<file path="src/rtl/dma_split_pkg.sv">
package dma_split_pkg;
    typedef enum logic [2:0] {
        ST_IDLE = 3'd0,
        ST_WAIT = 3'd1,
        ST_BUS  = 3'd2,
        ST_NEG  = 3'd3,
        ST_GAP  = 3'd4
    } split_st_e;
endpackage

</file>
<file path="src/rtl/dsp_beat_calc.sv">
module dsp_beat_calc #(
    parameter int SUB_W = 6
) (
    input  logic [2:0]       size_i,
    input  logic [1:0]       width_i,
    input  logic             mpx_i,
    output logic [SUB_W-1:0] last_o
);
    logic [2:0] size_log;
    logic [2:0] width_log;
    logic [2:0] diff_log;

    always_comb begin
        if (size_i <= 3'd2)      size_log = size_i;
        else if (size_i == 3'd3) size_log = 3'd4;
        else                     size_log = 3'd5;
        width_log = (width_i > 2'd2) ? 3'd2 : {1'b0, width_i};
        diff_log  = (size_log > width_log) ? (size_log - width_log) : 3'd0;
        // one burst cycle for a 4-byte access on a multiplexed bus
        if (mpx_i && (size_i == 3'd2)) diff_log = 3'd0;
        last_o = SUB_W'((32'd1 << diff_log) - 32'd1);
    end
endmodule

</file>
<file path="src/rtl/dsp_dreq_sync.sv">
module dsp_dreq_sync (
    input  logic clk,
    input  logic rst_n,
    input  logic dreq_i,
    output logic level_o,
    output logic rise_o
);
    logic meta_q, sync_q, prev_q;

    always_ff @(posedge clk or negedge rst_n) begin
        if (!rst_n) begin
            meta_q <= 1'b0;
            sync_q <= 1'b0;
            prev_q <= 1'b0;
        end else begin
            meta_q <= dreq_i;
            sync_q <= meta_q;
            prev_q <= sync_q;
        end
    end

    assign level_o = sync_q;
    assign rise_o  = sync_q & ~prev_q;
endmodule

</file>
<file path="src/rtl/dma_bus_splitter.sv">
module dma_bus_splitter
    import dma_split_pkg::*;
#(
    parameter int COUNT_W = 8,
    parameter int IDLE_W  = 3
) (
    input  logic               clk,
    input  logic               rst_n,
    input  logic               req_valid_i,
    output logic               req_ready_o,
    input  logic [2:0]         req_size_i,
    input  logic [COUNT_W-1:0] req_count_i,
    input  logic [1:0]         cfg_width_i,
    input  logic               cfg_mpx_i,
    input  logic               cfg_cs_split_i,
    input  logic [IDLE_W-1:0]  cfg_idle_i,
    input  logic               cfg_dreq_edge_i,
    input  logic               dreq_i,
    output logic               cs_o,
    output logic               dack_o,
    output logic               tend_o,
    output logic               done_o
);
    localparam int SUB_W = $clog2(32) + 1;

    typedef struct packed {
        split_st_e          st;
        logic [COUNT_W-1:0] left;
        logic [SUB_W-1:0]   sub;
        logic [SUB_W-1:0]   last;
        logic [IDLE_W-1:0]  gap;
        logic [IDLE_W-1:0]  idle;
        logic               split;
        logic               edge_m;
        logic               pend;
        logic               done;
    } ctl_t;

    ctl_t ctl_d, ctl_q;
    logic [SUB_W-1:0] calc_last;
    logic dreq_lvl, dreq_rise, trig;

    dsp_beat_calc #(.SUB_W(SUB_W)) u_calc (
        .size_i  (req_size_i),
        .width_i (cfg_width_i),
        .mpx_i   (cfg_mpx_i),
        .last_o  (calc_last)
    );

    dsp_dreq_sync u_sync (
        .clk     (clk),
        .rst_n   (rst_n),
        .dreq_i  (dreq_i),
        .level_o (dreq_lvl),
        .rise_o  (dreq_rise)
    );

    assign trig = ctl_q.edge_m ? (ctl_q.pend | dreq_rise) : dreq_lvl;

    always_comb begin
        ctl_d      = ctl_q;
        ctl_d.done = 1'b0;
        unique case (ctl_q.st)
            ST_IDLE: begin
                if (req_valid_i) begin
                    ctl_d.st     = ST_WAIT;
                    ctl_d.left   = (req_count_i == '0) ? COUNT_W'(1) : req_count_i;
                    ctl_d.last   = calc_last;
                    ctl_d.idle   = (cfg_idle_i == '0) ? IDLE_W'(1) : cfg_idle_i;
                    ctl_d.split  = cfg_cs_split_i;
                    ctl_d.edge_m = cfg_dreq_edge_i;
                    ctl_d.pend   = 1'b0;
                end
            end
            ST_WAIT: begin
                if (trig) begin
                    ctl_d.st   = ST_BUS;
                    ctl_d.sub  = ctl_q.last;
                    ctl_d.pend = 1'b0;
                end
            end
            ST_BUS: begin
                if (ctl_q.sub == '0) begin
                    ctl_d.st   = ST_GAP;
                    ctl_d.gap  = ctl_q.idle - IDLE_W'(1);
                    ctl_d.left = ctl_q.left - COUNT_W'(1);
                    ctl_d.done = (ctl_q.left == COUNT_W'(1));
                end else begin
                    ctl_d.sub = ctl_q.sub - SUB_W'(1);
                    ctl_d.st  = ctl_q.split ? ST_NEG : ST_BUS;
                end
            end
            ST_NEG: ctl_d.st = ST_BUS;
            ST_GAP: begin
                if (ctl_q.edge_m && dreq_rise) ctl_d.pend = 1'b1;
                if (ctl_q.gap == '0) ctl_d.st = (ctl_q.left == '0) ? ST_IDLE : ST_WAIT;
                else                 ctl_d.gap = ctl_q.gap - IDLE_W'(1);
            end
            default: ctl_d.st = ST_IDLE;
        endcase
    end

    always_ff @(posedge clk or negedge rst_n) begin
        if (!rst_n) begin
            ctl_q <= '{st: ST_IDLE, default: '0};
        end else begin
            ctl_q <= ctl_d;
        end
    end

    assign req_ready_o = (ctl_q.st == ST_IDLE);
    assign cs_o        = (ctl_q.st == ST_BUS);
    assign dack_o      = (ctl_q.st == ST_BUS);
    assign tend_o      = (ctl_q.st == ST_BUS) && (ctl_q.left == COUNT_W'(1));
    assign done_o      = ctl_q.done;
endmodule

</file>
<file path="config.mk">
export PLATFORM = sky130hd
export DESIGN_NAME = dma_bus_splitter
export DESIGN_NICKNAME = d
export VERILOG_FILES = /design/src/rtl/dma_split_pkg.sv /design/src/rtl/dsp_beat_calc.sv /design/src/rtl/dsp_dreq_sync.sv /design/src/rtl/dma_bus_splitter.sv
export SDC_FILE = /design/constraint.sdc
export NUM_CORES = 1
export LEC_CHECK = 0
export BUFFER_PORTS_ARGS = -buffer_cell sky130_fd_sc_hd__buf_2
export CORE_UTILIZATION = 60
export DETAILED_ROUTE_END_ITERATION = 7
export GPL_ROUTABILITY_DRIVEN = 0
export GPL_TIMING_DRIVEN = 1
export PLACE_DENSITY = 0.82
export REMOVE_ABC_BUFFERS = 1
export SYNTH_ARGS = -nofsm -noshare
export SYNTH_HDL_FRONTEND = slang
export SYNTH_SLANG_ARGS = --single-unit
export TNS_END_PERCENT = 100
</file>
<file path="constraint.sdc">
create_clock -name clk -period 6.7 [get_ports clk]
set_clock_uncertainty 0.2 [all_clocks]
set_input_delay 0.335 -clock clk [delete_from_list [all_inputs] [get_ports clk]]
set_output_delay 0.335 -clock clk [all_outputs]
set_load 0.05 [all_outputs]
</file>
==> run metrics <==
synth warn=0; Comb power frac=46.9%; fraction of layout cells with a size suffix above 1=16.30%; endpoints failing hold=0; largest net degree at the start of global routing=37; Vert. Die Dim=61.77 um; Hold EP=ctl_q[4]$_DFFE_PN0P_; EDFF count, synth=0; CP max stage cell=or3b_1; busiest grt layer=met2; Core ar.=3390 sq um; synthesized area=2143 sq um; initial antenna violation count=0; CTS buffer count=5; min-delay src=cfg_idle_i[0]; TritonRoute pass-1 iters=4; Detailed Route WL=4.436 mm; R2R setup slack=4.01 ns; grt met1 use=31.02%; Setup CP Type=reg2out; period utilisation layout=48.83%; fin util=70.69%; WL/cell=14.04 um; Port Buffers=27; FFs w/ async S/R, synth=100.0%; R2R Path End=ctl_q[22]$_DFFE_PN0P_; Final WS setup=3.428 ns; largest cells by area after synthesis=dfrtp_1, ha_1, a21oi_1; net switching power=0.0004356 W; Critical Path Max Stage Delay=0.66 ns; Clk pwr share=12.8%; CP top delay family=simple AND/OR/NAND/NOR gates; num rows=21; Power Internal=0.0005327 W; WHS=0.02589 ns; Antenna Nets Post-Route=0; pwr dens=404.1 nW/um^2; Crit Path Max Fanout=22; M3 GR Usage=7.039%; slew margin rel.=23.42%; launch point of the worst reg-to-reg path=ctl_q[31]$_DFFE_PN0P_; GRT Util Overall=26.07%; Root Driver=clkbuf_4; H-tree Lvls=2; startpoint types=flip-flop; DIE AREA=3815 sq um; worst slew pin tran=1.145 ns; worst IR drop on VDD=0.2159 mV; Leakage=1.045 nW; commonest cells after routing, fill and taps aside=dfrtp_1, nand2_1, buf_2; vias=1,846; Final Max Slew Viols=0; Switching Fraction=44.99%; first-pass GRT wire length=7.162 mm; CTS Buffer Depth=2; R2R depth=4; post-synth top area cell=dfrtp_1; post-placement worst setup slack=3.756 ns; Nets=302; worst min-delay path class=in2reg; FMAX=305.6 MHz; latest clock arrival within the worst-skew pair=0.34 ns; CTS tree=yes; Synth Register Bits=36; fin crit period=3.272 ns; post-synth top area share=42.03%; clock transition at the registers of the reported paths=0.11 ns; CP bufs+invs=2; Worst Hold Depth=3; die width=61.77 um; fraction of the yosys area taken by sequential cells=42.03%; Req. time, crit path=6.16 ns; distinct cell type count after synthesis=55; Syn Inst Count=239; part of the power in registers=40.3%; DRC=0; Worst EP arrival=2.74 ns; run status=finished clean; Max Cap Viol=0; clk sink count=36; syn avg cell area=8.968 sq um; hpwl dp=3.164 mm; Setup-failing EPs final=0; Top-Level Pins=28; initial core utilization=63.23%; commonest non-fill, non-tap cell in the layout=dfrtp_1; Crit. End Element=output pin; Post-Layout Cell Count=316; via/cell ratio=5.842; dpl cells=302; RSZ-0062 raised after global routing=false; worst path cell trace=or3b_1, clkinv_1, and3_1, buf_2; Detailed Route Iter0 Violations=174; GRT met2 Usage=45.16%; Area Overhead vs Synth=11.79%; Antenna diodes=0; Final TNS setup=0 ns; vias in the first global route=1,691; Primary FF master, synth=dfrtp_1; grt ovf=0
-- metal layers --
| layer | vias up | wire length, um |
|---|---|---|
| met2 | 47 | 2185 |
| met4 | 0 | 62 |
| met1 | 860 | 2007 |
| met3 | 6 | 180 |
| met5 | - | 0 |
| li1 | 933 | - |
-- repair_timing --
item,4_1_cts,5_1_grt
endpoints found under the hold margin,41,0
gates resized for setup,0,0
hold buffers,6,0
setup buffers,0,0
-- power by group through the flow --
stage	clock network, W	logic (W)	registers, W
6_report	0.000124	0.000454	0.000390
5_1_grt	0.000137	0.000521	0.000403
4_1_cts	0.000127	0.000455	0.000387
3_5_place_dp	0	0.000448	0.000392
3_3_place_gp	0	0.000434	0.000389
2_1_floorplan	0	0.000357	0.000369
-- cells by family after synthesis --
family / count (synthesis) / share of synthesized area [%]
simple gates: 87 / 20.72
mux: 5 / 2.393
xor+xnor: 1 / 0.4087
flops: 36 / 42.03
buf+inv: 24 / 5.312
fa+ha+maj: 10 / 6.188
compound gates: 76 / 22.94
-- per-stage QoR --
step | total power, W | instance area, sq um
after floorplan | 0.0007265 | 2082
after global placement | 0.0008231 | 2275
after detailed placement | 0.0008401 | 2275
after CTS | 0.0009687 | 2396
after global routing | 0.001061 | 2396
final | 0.0009683 | 2396
-- cell usage after synthesis (3+ instances only) --
| cell | instances |
|---|---|
| nor3b_1 | 4 |
| a31oi_1 | 4 |
| nand2_1 | 28 |
| nand3_1 | 4 |
| clkbuf_1 | 5 |
| inv_1 | 13 |
| nor4_1 | 3 |
| o211ai_1 | 3 |
| nor3_1 | 10 |
| dfrtp_1 | 36 |
| nor2_1 | 16 |
| nand2b_1 | 3 |
| mux2i_1 | 4 |
| a211oi_1 | 3 |
| o21ai_0 | 16 |
| or3_1 | 6 |
| ha_1 | 9 |
| a21oi_1 | 21 |
| o21ai_1 | 5 |
-- final cells by class --
| cell class | instances | area (sq um) |
|---|---|---|
| multi-input combinational | 179 | 1129 |
| fill | 280 | 993.5 |
| sequential | 36 | 900.9 |
| timing repair buffer | 33 | 195.2 |
| tap | 46 | 57.56 |
| inverter | 14 | 52.55 |
| clock buffer | 6 | 51.30 |
| clock inverter | 2 | 10.01 |
-- registers in the layout, indices dropped and copies added (netlist names) --
| name | count |
|---|---|
| done_o | 1 |
| ctl_q | 32 |
| u_sync.level_o | 1 |
| u_sync.meta_q | 1 |
| u_sync.prev_q | 1 |
-- tightest hold or removal path: stages --
cell     delay [ns]
buf_2          0.07
o21ai_0        0.08
nand2_1        0.06
-- worst max path at each step --
stage	from	to	slack, ns	cells after the start
2_1_floorplan	ctl_q[31]$_DFFE_PN0P_	done_o$_DFF_PN0_	3.48	4
3_3_place_gp	req_size_i[2]	ctl_q[14]$_DFFE_PN0P_	3.83	11
3_5_place_dp	req_size_i[2]	ctl_q[14]$_DFFE_PN0P_	3.76	11
4_1_cts	ctl_q[31]$_DFFE_PN0P_	tend_o	3.46	4
5_1_grt	ctl_q[31]$_DFFE_PN0P_	tend_o	3.15	4
6_report	ctl_q[31]$_DFFE_PN0P_	tend_o	3.43	4
No activity file was read; power rests on OpenSTA's default activity.
